### src/rtl/scan_timing_gen.sv
module scan_timing_gen #(
  parameter int FW = 12,
  parameter int AW = 4,
  parameter int DW = 32,
  localparam int CW = FW + 2
) (
  input  logic          clk,
  input  logic          rst_n,
  input  logic          pix_ce,
  input  logic          wr_en,
  input  logic [AW-1:0] wr_addr,
  input  logic [DW-1:0] wr_data,
  output logic          hsync,
  output logic          vsync,
  output logic          hblank,
  output logic          vblank,
  output logic          de,
  output logic          irq,
  output logic [CW-1:0] pix_cnt,
  output logic [CW-1:0] line_cnt
);
  localparam logic [AW-1:0] A_CTRL = AW'(0);
  localparam logic [AW-1:0] A_INTC = AW'(1);
  localparam logic [AW-1:0] A_VPOR = AW'(2);
  localparam logic [AW-1:0] A_VSW  = AW'(3);
  localparam logic [AW-1:0] A_HPOR = AW'(4);
  localparam logic [AW-1:0] A_HSW  = AW'(5);
  localparam logic [AW-1:0] A_SIZE = AW'(6);
  localparam logic [AW-1:0] A_THR  = AW'(7);
  localparam logic [AW-1:0] A_STAT = AW'(8);
  localparam logic [CW-1:0] ONE    = CW'(1);

  logic          en_q, gie_q, fie_q, run_q, flag_q;
  logic [1:0]    fsel_q;
  logic [FW-1:0] vbp_q, vfp_q, vsw_q, hbp_q, hfp_q, hsw_q, hact_q, vact_q, thr_q;
  logic [CW-1:0] pix_q, line_q, tgt;

  wire [FW-1:0] lo_f = wr_data[FW-1:0];
  wire [FW-1:0] hi_f = wr_data[16 +: FW];

  wire [CW-1:0] hs_end = CW'(hsw_q) + ONE;
  wire [CW-1:0] hb_end = hs_end + CW'(hbp_q) + ONE;
  wire [CW-1:0] ha_end = hb_end + CW'(hact_q) + ONE;
  wire [CW-1:0] h_last = ha_end + CW'(hfp_q);
  wire [CW-1:0] vs_end = CW'(vsw_q) + ONE;
  wire [CW-1:0] vb_end = vs_end + CW'(vbp_q) + ONE;
  wire [CW-1:0] va_end = vb_end + CW'(vact_q) + ONE;
  wire [CW-1:0] v_last = va_end + CW'(vfp_q);

  always_comb begin
    case (fsel_q)
      2'd0:    tgt = '0;
      2'd1:    tgt = vs_end;
      2'd2:    tgt = vb_end;
      default: tgt = CW'(thr_q);
    endcase
  end

  wire srst   = wr_en && wr_addr == A_CTRL && wr_data[1];
  wire clr    = wr_en && wr_addr == A_STAT && wr_data[0];
  wire ev_hit = run_q && pix_ce && pix_q == '0 && line_q == tgt;
  wire ev_set = ev_hit && gie_q && fie_q;

  always_ff @(posedge clk or negedge rst_n) begin
    if (!rst_n) begin
      en_q <= 1'b0; gie_q <= 1'b0; fie_q <= 1'b0; fsel_q <= '0;
      vbp_q <= '0; vfp_q <= '0; vsw_q <= '0; hbp_q <= '0; hfp_q <= '0;
      hsw_q <= '0; hact_q <= '0; vact_q <= '0; thr_q <= '0;
    end else if (wr_en) begin
      case (wr_addr)
        A_CTRL: en_q <= wr_data[0] && !wr_data[1];
        A_INTC: begin gie_q <= wr_data[0]; fie_q <= wr_data[1]; fsel_q <= wr_data[3:2]; end
        A_VPOR: begin vbp_q <= lo_f; vfp_q <= hi_f; end
        A_VSW:  vsw_q <= lo_f;
        A_HPOR: begin hbp_q <= lo_f; hfp_q <= hi_f; end
        A_HSW:  hsw_q <= lo_f;
        A_SIZE: begin hact_q <= lo_f; vact_q <= hi_f; end
        A_THR:  thr_q <= lo_f;
        default: ;
      endcase
    end
  end

  always_ff @(posedge clk or negedge rst_n) begin
    if (!rst_n) begin
      run_q <= 1'b0; pix_q <= '0; line_q <= '0;
    end else if (srst) begin
      run_q <= 1'b0; pix_q <= '0; line_q <= '0;
    end else if (pix_ce) begin
      if (!run_q) run_q <= en_q;
      else if (pix_q >= h_last) begin
        pix_q <= '0;
        if (line_q >= v_last) begin
          line_q <= '0;
          run_q  <= en_q;
        end else line_q <= line_q + ONE;
      end else pix_q <= pix_q + ONE;
    end
  end

  always_ff @(posedge clk or negedge rst_n) begin
    if (!rst_n)      flag_q <= 1'b0;
    else if (srst)   flag_q <= 1'b0;
    else if (ev_set) flag_q <= 1'b1;
    else if (clr)    flag_q <= 1'b0;
  end

  wire h_act = pix_q >= hb_end && pix_q < ha_end;
  wire v_act = line_q >= vb_end && line_q < va_end;

  assign hsync    = run_q && pix_q < hs_end;
  assign vsync    = run_q && line_q < vs_end;
  assign hblank   = !(run_q && h_act);
  assign vblank   = !(run_q && v_act);
  assign de       = !hblank && !vblank;
  assign irq      = flag_q;
  assign pix_cnt  = pix_q;
  assign line_cnt = line_q;
endmodule

### config.mk
export PLATFORM = sky130hd
export DESIGN_NAME = scan_timing_gen
export DESIGN_NICKNAME = d
export VERILOG_FILES = /design/src/rtl/scan_timing_gen.sv
export SDC_FILE = /design/constraint.sdc
export NUM_CORES = 1
export LEC_CHECK = 0
export BUFFER_PORTS_ARGS = -buffer_cell sky130_fd_sc_hd__buf_4
export CAP_MARGIN = 20
export CORE_MARGIN = 8
export CORE_UTILIZATION = 45
export CTS_CLUSTER_SIZE = 40
export DETAILED_ROUTE_END_ITERATION = 10
export HOLD_SLACK_MARGIN = 0.06
export SETUP_SLACK_MARGIN = 0.3
export SYNTH_ARGS = -nofsm -noshare
export SYNTH_HDL_FRONTEND = slang
export SYNTH_SLANG_ARGS = --single-unit
export TNS_END_PERCENT = 20
### constraint.sdc
create_clock -name clk -period 6.2 [get_ports clk]
set_clock_uncertainty 0.1 [all_clocks]
set_input_delay 1.24 -clock clk [delete_from_list [all_inputs] [get_ports clk]]
set_output_delay 1.24 -clock clk [all_outputs]
set_load 0.02 [all_outputs]
## After elaboration in Yosys (flattened, before gate mapping)

Cells that the tools add are included.

| storage, ports and cells | value |
|---|---|
| register bits | 143 |
| input port bits | 40 |
| output and inout bits | 34 |
| word-level logic and storage cells | 105 |

| operators by class | value |
|---|---|
| $add $sub $neg | 14 |
| mux-type cells | 18 |
| reduce and logical (&&, ||, !) cells | 37 |
| order comparisons | 8 |
| eq/ne operators | 11 |

Operator list:

| cell | number |
|---|---|
| 2-to-1 mux 14 bit | 9 |
| adder 14 x 1 -> 14 bit (second input constant) | 6 |
| adder 14 x 12 -> 14 bit | 4 |
| greater-or-equal comparator 14 bit | 4 |
| case mux 14 bit (3 select lines) | 1 |
| adder 13 x 12 -> 14 bit | 2 |
| less-than comparator 14 x 13 -> 1 bit | 2 |
| less-than comparator 14 bit | 2 |
| adder 12 x 1 -> 13 bit (second input constant) | 2 |
| AND reduction 2 bit | 9 |
| logical AND 1 bit | 17 |
| equality test 4 x 3 -> 1 bit (second input constant) | 4 |
| equality test 14 bit | 1 |
| logical NOT 14 bit | 1 |
| equality test 4 x 2 -> 1 bit (second input constant) | 2 |
| 2-to-1 mux 1 bit | 8 |
| nonzero test 2 bit | 3 |
| equality test 4 x 1 -> 1 bit (second input constant) | 1 |
| equality test 4 bit (second input constant) | 1 |
| logical NOT 4 bit | 1 |
| logical NOT 1 bit | 3 |
| AND reduction 3 bit | 1 |
| nonzero test 3 bit | 1 |
| equality test 2 x 1 -> 1 bit (second input constant) | 1 |
| other kinds (2) | 2 |

## Depth between registers and ports, before layout

Gate-level depths: netlist (run 1).

| depth | value |
|---|---|
| depth after elaboration | 12 |
| depth in mapped cells | 34 |
| mapped depth without buffers | 33 |

## Worst setup path after synthesis (run 1)

Ideal clock, no wire load.

| timing | value |
|---|---|
| path type | reg2reg |
| start | register hsw_q[0] |
| end | register line_q[10] (netlist: line_cnt[10]) |
| path slack | -509 ps |
| library setup time | 132 ps |
| period minus slack after synthesis | 6709 ps |
| arrival time | 6477 ps |
| data required time | 5968 ps |
| cell stages (with the launch flop) | 33 |
| buffers on the path | 1 |
| cell sequence | dfrtp_1 > ha_1 > ha_1 > nor2b_1 > o21ai_0 > a21o_1 > and2_1 > nor2b_1 > xnor2_1 > ha_1 > or3_1 > o21ai_0 > a211oi_1 > or2_2 > a21oi_1 > xnor2_1 > ha_1 > and3_1 > a21oi_1 > o21ai_0 > o21a_1 > o21ai_0 > nand2_1 > ha_1 > nand4_1 > inv_1 > nand3_1 > o41a_1 > o211ai_1 > o211ai_1 > o21ai_0 > clkbuf_1 > nor2_1 |

| between the ends | value |
|---|---|
| word-level cells in the longest chain between the ends | 9 |

RTL lines:

| item | RTL line | RTL |
|---|---|---|
| start, declared | 35 | `logic [FW-1:0] vbp_q, vfp_q, vsw_q, hbp_q, hfp_q, hsw_q, hact_q, vact_q, thr_q;` |
| start signal, assigned | 76 | `A_HSW: hsw_q <= lo_f;` |
| adder 12 x 1 -> 13 bit | 41 | `wire [CW-1:0] hs_end = CW'(hsw_q) + ONE;` |
| adder 13 x 12 -> 14 bit | 42 | `wire [CW-1:0] hb_end = hs_end + CW'(hbp_q) + ONE;` |
| adder 14 x 1 -> 14 bit | 42 |  |
| adder 14 x 12 -> 14 bit | 43 | `wire [CW-1:0] ha_end = hb_end + CW'(hact_q) + ONE;` |
| adder 14 x 1 -> 14 bit | 43 |  |
| adder 14 x 12 -> 14 bit | 44 | `wire [CW-1:0] h_last = ha_end + CW'(hfp_q);` |
| greater-or-equal comparator 14 bit | 91 | `else if (pix_q >= h_last) begin` |
| nonzero test 2 bit (no line) | -- |  |
| AND reduction 3 bit (no line) | -- |  |
| end signal, assigned | 96 | `end else line_q <= line_q + ONE;` |
| end, declared | 36 | `logic [CW-1:0] pix_q, line_q, tgt;` |

Every way passes these cells.
A chain may end at the register's enable or synchronous reset.

## Worst setup path in the final report (run 1)

| timing | value |
|---|---|
| start | register vsw_q[0] |
| end | output port de |

| between the ends | value |
|---|---|
| word-level cells in the longest chain between the ends | 9 |
| elaborated cells on any way between the ends | 10 |
| those cells by class | add/sub (5); order compare (2); reduce/logical (3) |

RTL lines:

| item | RTL line | RTL |
|---|---|---|
| start, declared | 35 |  |
| start signal, assigned | 74 | `A_VSW: vsw_q <= lo_f;` |
| adder 12 x 1 -> 13 bit (*) | 45 | `wire [CW-1:0] vs_end = CW'(vsw_q) + ONE;` |
| adder 13 x 12 -> 14 bit (*) | 46 | `wire [CW-1:0] vb_end = vs_end + CW'(vbp_q) + ONE;` |
| adder 14 x 1 -> 14 bit (*) | 46 |  |
| adder 14 x 12 -> 14 bit | 47 | `wire [CW-1:0] va_end = vb_end + CW'(vact_q) + ONE;` |
| adder 14 x 1 -> 14 bit | 47 |  |
| less-than comparator 14 bit | 109 | `wire v_act = line_q >= vb_end && line_q < va_end;` |
| logical AND 1 bit (*) | 109 |  |
| logical AND 1 bit (*) | 114 | `assign vblank = !(run_q && v_act);` |
| logical AND 1 bit (*) | 115 | `assign de = !hblank && !vblank;` |
| end, declared | 17 | `output logic de,` |

Mark *: on every way between the ends. The rest lies on a longest branch, timed or not.

==> flow_metrics.py, run 1 <==
metrics = {
    "layout": {
        "final_nets": 1863,
        "utilization_pct": 60.03,
        "syn_to_final_growth_pct": 32.01,
        "final_area_mm2": 0.01659,
        "finalNonFillerCells": 2022,
        "drive_gt1_share_pct": 34.33,
    },
    "sta": {
        "setup_viol": 25,
        "hold_violations": 0,
        "fmax_mhz": 151.7,
        "tightest_slew_ns": 1.034,
        "rsz0062_at_grt": "yes",
        "fin_crit_ns": 6.592,
        "slew_violations": 0,
        "finalCritPeriodShare_pct": 106.3,
        "maxSlewHeadroom_pct": 31.10,
        "fin_ws_ns": -0.3924,
    },
    "yosys": {
        "synthFlopType": "dfrtp_1",
        "avgSynthCellArea_um2": 9.266,
        "syn_nets": 1589,
        "syn_area_mm2": 0.01256,
        "synth_edf_count": 0,
        "async_flop_share_pct": 100.0,
        "yosys_warnings": 0,
        "synth-seq-cells": 143,
        "yosys.area.top_type": "dfrtp_1",
        "yosysSeqAreaShare_pct": 28.48,
        "yosysUniqueCellTypes": 70,
        "synth_top_area_share_pct": 28.48,
        "synthTopCellsByArea": "dfrtp_1, ha_1, mux2_2",
        "synthCells": 1356,
    },
    "job": {
        "max_cap_viol_count": 0,
    },
    "route": {
        "dr.pass1.iters": 7,
        "drc": 0,
        "drt-initial-drc-count": 706,
        "vias": 11100,
        "ant_nets": 0,
        "routed_via_density": 5.489,
        "wl_um": 37880,
        "wl_per_cell_um": 18.73,
    },
    "placement": {
        "place_area_mm2": 0.01484,
        "dpl.hpwl_um": 27950,
        "portBuffers": 65,
        "gp_congestion": 0.8607,
        "dp_cells": 1944,
    },
    "worst_setup_path": {
        "start_kind": "flip-flop",
        "r2r.worst_path.cells": 35,
        "worst_r2r_endpoint": "line_cnt[9]",
        "critPathKind": "flip-flop to primary output",
        "end_kind": "primary output",
        "endpoint": "de",
        "arrival_ns": 5.25,
        "reg2reg_slack_ns": -0.23,
        "cp.required_ns": 4.86,
        "worstPathMaxFanout": 4,
        "crit_path_start": "vsw_q[0]",
        "r2r-start": "hsw_q[0]",
    },
    "floorplanning": {
        "core_mm2": 0.02763,
        "fp.dieW_um": 183.1,
        "die_height_um": 183.1,
        "initial_core_util_pct": 45.48,
        "core.rowCount": 61,
        "die-area_mm2": 0.03352,
        "io_pins": 74,
    },
    "clocking": {
        "holdBufCountCts": 0,
        "clk_path_buf_depth": 2,
        "h-tree-depth": 4,
        "cts_sinks": 143,
        "path_clk_slew_ns": 0.06,
        "numCtsBuffers": 17,
        "cts_tree": "yes",
        "cts_root_buffer": "clkbuf_16",
        "clock_latency_ns": 0.44,
    },
    "run_status": {
        "status": "finished with violations",
        "violations": "negative setup slack",
    },
    "global_route": {
        "track_usage_pct": 22.76,
        "grt_overflow": 0,
        "first_global_vias": 11040,
        "grt_max_degree": 104,
        "antenna_found_initial": 1,
        "grt_pass1_wl_um": 59880,
    },
    "worst_hold_path": {
        "holdCritPathClass": "flip-flop to flip-flop",
        "min_from": "en_q",
    },
}
## final cells by class
type                       count  area (um2)
clock inverter                14       121.4
timing repair buffer         288        2263
tap                          378       473.0
antenna                        1       2.502
fill                        2351       11040
sequential                   143        3582
clock buffer                  18       429.2
inverter                     119       449.2
multi-input combinational   1061        9265
## cell families (layout without fill, tap and decap cells)
logic type               after synthesis  after routing  synth area share [%]
flip-flops                           143            143                 28.48
multiplexers                         110            110                 9.849
AND/OR/NAND/NOR                      351            351                 14.32
buffers and inverters                152            439                 4.581
other                                  0              1                     0
XOR/XNOR                             116            116                 8.086
AO/OA/AOI/OAI                        291            291                 15.11
adder cells (fa/ha/maj)              193            193                 19.58
## cell usage after synthesis (all sizes together) (6+ instances only)
master   instances
or3             13
mux2           109
xor2            46
xnor2           70
and3            16
dfrtp          143
o2111ai          8
o21a            21
nor2            94
nand2           66
ha             187
nor3            28
fa               6
o21bai           7
a211o            6
nor4             7
a21oi           79
a21o            37
o211ai          10
a2111oi          8
or2              7
clkbuf          30
a211oi          14
inv            119
nand4           19
nand3           35
nor3b            7
nand2b          21
nor2b           23
o21ai           63
## worst min path at each step
| stage | slack [ns] | cells after the start | endpoint |
|---|---|---|---|
| floorplan | 0.35 | 2 | en_q |
| global placement | 0.37 | 2 | en_q |
| detailed placement | 0.38 | 2 | en_q |
| CTS | 0.39 | 2 | en_q |
| global route | 0.42 | 1 | hbp_q[0] |
| finish | 0.39 | 2 | en_q |
## state kept, by name (all words and copies together) (netlist names), 2 cells and up
| register | cells |
|---|---|
| thr_q | 12 |
| line_cnt | 14 |
| hbp_q | 12 |
| vbp_q | 12 |
| vact_q | 12 |
| vsw_q | 12 |
| hsw_q | 12 |
| hfp_q | 12 |
| hact_q | 12 |
| fsel_q | 2 |
| pix_cnt | 14 |
| vfp_q | 12 |
## repair_timing
item | in CTS | in global routing
gates resized for setup | 120 | 54
endpoints found under the setup margin | 32 | 32
pin swaps | 79 | 54
setup buffers | 31 | 13
## cells in the final DEF, fill, tap and decap left out, types with 13 or more instances in the layout
cell type	n
o21ai_0	44
buf_6	15
mux2_2	109
o21a_1	20
nor2_1	86
nand2_1	61
a21o_1	37
inv_1	116
ha_4	14
clkbuf_16	17
xnor2_2	15
and3_1	13
xnor2_1	54
buf_4	270
nor2b_1	22
nor3_1	23
nand3_1	29
nand4_1	17
ha_1	170
nand2b_1	21
a21oi_1	62
xor2_1	42
a21oi_2	13
dfrtp_1	140
## routing by layer
layer | part of all wire (%) | track usage [%]
met1 | 47 | 31.33
met2 | 45 | 35.38
met3 | 4.6 | 3.008
met4 | 3.5 | 9.857
met5 | 0 | 0
## critical path, cell delays in order, from the launching register on
cell and delay, ns:
dfrtp_2 0.44, ha_4 0.20, xor2_2 0.16, ha_1 0.22
buf_4 0.16, a211oi_4 0.25, a21oi_2 0.10, buf_4 0.15
o21a_4 0.22, xor2_2 0.15, buf_4 0.16, ha_1 0.19
or2_4 0.23, or2_4 0.23, o211ai_1 0.25, buf_4 0.17
a211oi_2 0.06, xor2_1 0.18, ha_1 0.32, and3_4 0.19
o2111ai_2 0.08, a211o_1 0.26, nand4_1 0.11, buf_6 0.13
nor2_1 0.05, buf_4 0.15
## through the flow
stage | hold slack, ns | setup WS [ns] | setup TNS [ns]
6_report | 0.3909 | -0.3924 | -3.785
5_1_grt | 0.4197 | -0.6339 | -14.10
3_3_place_gp | 0.3656 | -0.3886 | -8.605
2_1_floorplan | 0.3484 | 0.03340 | 0
4_1_cts | 0.3903 | -0.4544 | -3.154
3_5_place_dp | 0.3758 | -0.4923 | -11.49
Power of run 1 is not shown: default switching activity piles up to over one toggle a cycle in this logic, so the estimate is an artifact.
==> run 2, diff against run 1 <==
--- a/config.mk
+++ b/config.mk
@@ -5,6 +5,7 @@
 export SDC_FILE = /design/constraint.sdc
 export NUM_CORES = 1
 export LEC_CHECK = 0
+export ABC_AREA = 1
 export BUFFER_PORTS_ARGS = -buffer_cell sky130_fd_sc_hd__buf_4
 export CAP_MARGIN = 20
 export CORE_MARGIN = 8
==> flow_metrics.py, run 2 <==
metrics = {
    "yosys": {
        "synth-seq-cells": 143,
        "synthTopCellsByCount": "nand2_1, inv_1, ha_1",
        "yosysUniqueCellTypes": 54,
        "yosys.area_share.simple_pct": 24.74,
        "yosys_warnings": 0,
        "yosys.area.top_type": "dfrtp_1",
        "synthXorXnorAreaFrac_pct": 4.885,
        "synth_top_family_by_area": "simple AND/OR/NAND/NOR gates",
        "syn_area_mm2": 0.01286,
        "yosys.cell_count.top_type": "nand2_1",
        "synthCells": 1774,
        "synth-adder-area-share_pct": 19.13,
        "syn_nets": 2007,
        "avgSynthCellArea_um2": 7.248,
        "synthTopCellsByArea": "dfrtp_1, ha_1, nand2_1",
        "synth_top_area_share_pct": 27.83,
        "synth_mux_area_share_pct": 0,
        "synth-compound-area-share_pct": 14.54,
        "synth_edf_count": 0,
        "synthFlopType": "dfrtp_1",
        "async_flop_share_pct": 100.0,
        "yosysSeqAreaShare_pct": 27.83,
    },
    "clocking": {
        "path_clk_slew_ns": 0.07,
        "numCtsBuffers": 17,
        "cts_root_buffer": "clkbuf_16",
        "h-tree-depth": 4,
        "clk_path_buf_depth": 2,
        "cts_tree": "yes",
        "cts_sinks": 143,
        "clock_latency_ns": 0.46,
    },
    "route": {
        "vias": 12830,
        "routed_via_density": 5.324,
        "wl_um": 41290,
        "ant_nets": 0,
        "dr.pass1.iters": 7,
        "drt-initial-drc-count": 794,
        "drc": 0,
        "wl_per_cell_um": 17.13,
    },
    "floorplanning": {
        "core.rowCount": 62,
        "core_mm2": 0.02839,
        "fp.dieW_um": 185.0,
        "die-area_mm2": 0.03424,
        "die_height_um": 185.0,
        "io_pins": 74,
        "initial_core_util_pct": 45.28,
    },
    "sta": {
        "rsz0062_at_grt": "yes",
        "hold_violations": 0,
        "slew_violations": 0,
        "fin_ws_ns": -0.1298,
        "setup_viol": 5,
        "finalCritPeriodShare_pct": 102.1,
        "tightest_slew_ns": 0.7117,
        "fin_crit_ns": 6.330,
        "finalSetupTns_ns": -0.2865,
        "maxSlewHeadroom_pct": 52.42,
        "fmax_mhz": 158.0,
        "hold_ws_ns": 0.3889,
    },
    "run_status": {
        "status": "finished with violations",
        "violations": "negative setup slack",
    },
    "worst_setup_path": {
        "end_kind": "flip-flop",
        "cp_slowest_cell": "dfrtp_1",
        "worstPathMaxFanout": 5,
        "arrival_ns": 6.61,
        "critPathKind": "flip-flop to flip-flop",
        "cp.required_ns": 6.48,
        "start_kind": "flip-flop",
        "crit_path_max_incr_delay_ns": 0.43,
        "worst_path_most_repeated_cell": "buf_4",
    },
    "worst_hold_path": {
        "holdCritPathClass": "flip-flop to flip-flop",
    },
    "placement": {
        "portBuffers": 65,
        "dpl.hpwl_um": 28870,
        "dp_cells": 2267,
        "gp_congestion": 0.9005,
    },
    "job": {
        "max_cap_viol_count": 0,
    },
    "layout": {
        "final_nets": 2247,
        "finalNonFillerCells": 2410,
        "drive_gt1_share_pct": 28.13,
        "n_antenna_cell": 0,
        "mostFrequentLayoutCells": "nand2_1, inv_1, buf_4",
        "final_common_cell": "nand2_1",
        "syn_to_final_growth_pct": 34.16,
    },
    "global_route": {
        "antenna_found_initial": 0,
        "grt_pass1_wl_um": 63870,
        "track_usage_pct": 23.82,
        "grt_overflow": 0,
        "first_global_vias": 12450,
        "grt_max_degree": 50,
    },
    "power_and_ir_drop": {
        "p_leak_nw": 8.695,
        "power_density_mw_per_mm2": 642.3,
        "irDropWorstVdd_uv": 319.1,
        "p_total_mw": 11.08,
    },
}
==> run 2: cell types whose count changed in the layout (fill, tap and decap cells not counted), moves of 47 or more <==
cell	previous run	this run
buf_4	270	223
inv_1	116	231
mux2_2	109	0
nand2_1	61	347
nand2_2	4	55
nand3_1	29	84
o21ai_0	44	135
==> run 2: per-layer routing <==
layer	track usage, %	wire, um	part of all wire [%]	up-vias
met5	0	0	0	-
met4	8.323	1251	3.0	0
met3	3.982	2115	5.1	72
met2	38.72	18990	46	344
met1	31.60	18940	46	6054
li1	-	-	-	6361
==> run 2: area by class of cell <==
cell class              count  area, um2
fillers                  2553      11140
multi-input cells        1332       9589
flip-flops and latches    143       3581
repair buffers            250       1999
inverters                 270       1023
well taps                 384      480.5
clock buffers              19      442.9
clock inverters            12      132.6
==> run 2: worst paths after layout <==
kind                           from    endpoint  slack, ns  cells past startpoint
setup / recovery           vsw_q[1]         irq      -0.13                     49
hold / removal             hbp_q[0]    hbp_q[0]       0.39                      2
setup reg to reg           vsw_q[1]         irq      -0.13                     49
hold reg to reg            hbp_q[0]    hbp_q[0]       0.39                      2
max in group asynchronous     rst_n    thr_q[9]       4.31                      2
min in group asynchronous     rst_n  pix_cnt[6]       0.63                      1
==> run 2: cells by family after synthesis <==
logic type,Yosys count
compound gates,342
flops,143
simple gates,727
buf+inv,299
xor+xnor,70
fa+ha+maj,193
==> run 2: critical path, delay by kind of cell (launching register included) <==
kind	cells	cell delay [ns]
buffers and inverters	32	3.78
AO/OA/AOI/OAI	2	0.35
flip-flops	1	0.43
adder cells (fa/ha/maj)	2	0.50
AND/OR/NAND/NOR	13	1.09
==> run 2: where the power goes <==
group          internal, mW  leakage, nW  total [mW]  switching (mW)
registers              1.14         1.81        1.50           0.353
clock network         0.602        0.276        1.04           0.441
logic                  3.78         6.61        8.54            4.76
==> run 2: timing repair <==
action	4_1_cts	5_1_grt
gates cloned	0	0
setup endpoints to repair	32	34
hold buffers	0	0
buffers inserted	91	20
pin swaps	125	75
resized for setup	241	98
==> run 2: stage by stage <==
step                area [um2]  utilization [%]  setup WS, ns
global placement         14260            50.23      -0.01344
floorplan                12860                -        0.3312
CTS                      16630            58.58       -0.1072
global route             17250            60.75       -0.3742
finish                   17250            60.75       -0.1298
detailed placement       14260            50.23      -0.07079
Power figures use the tool's default switching activity.
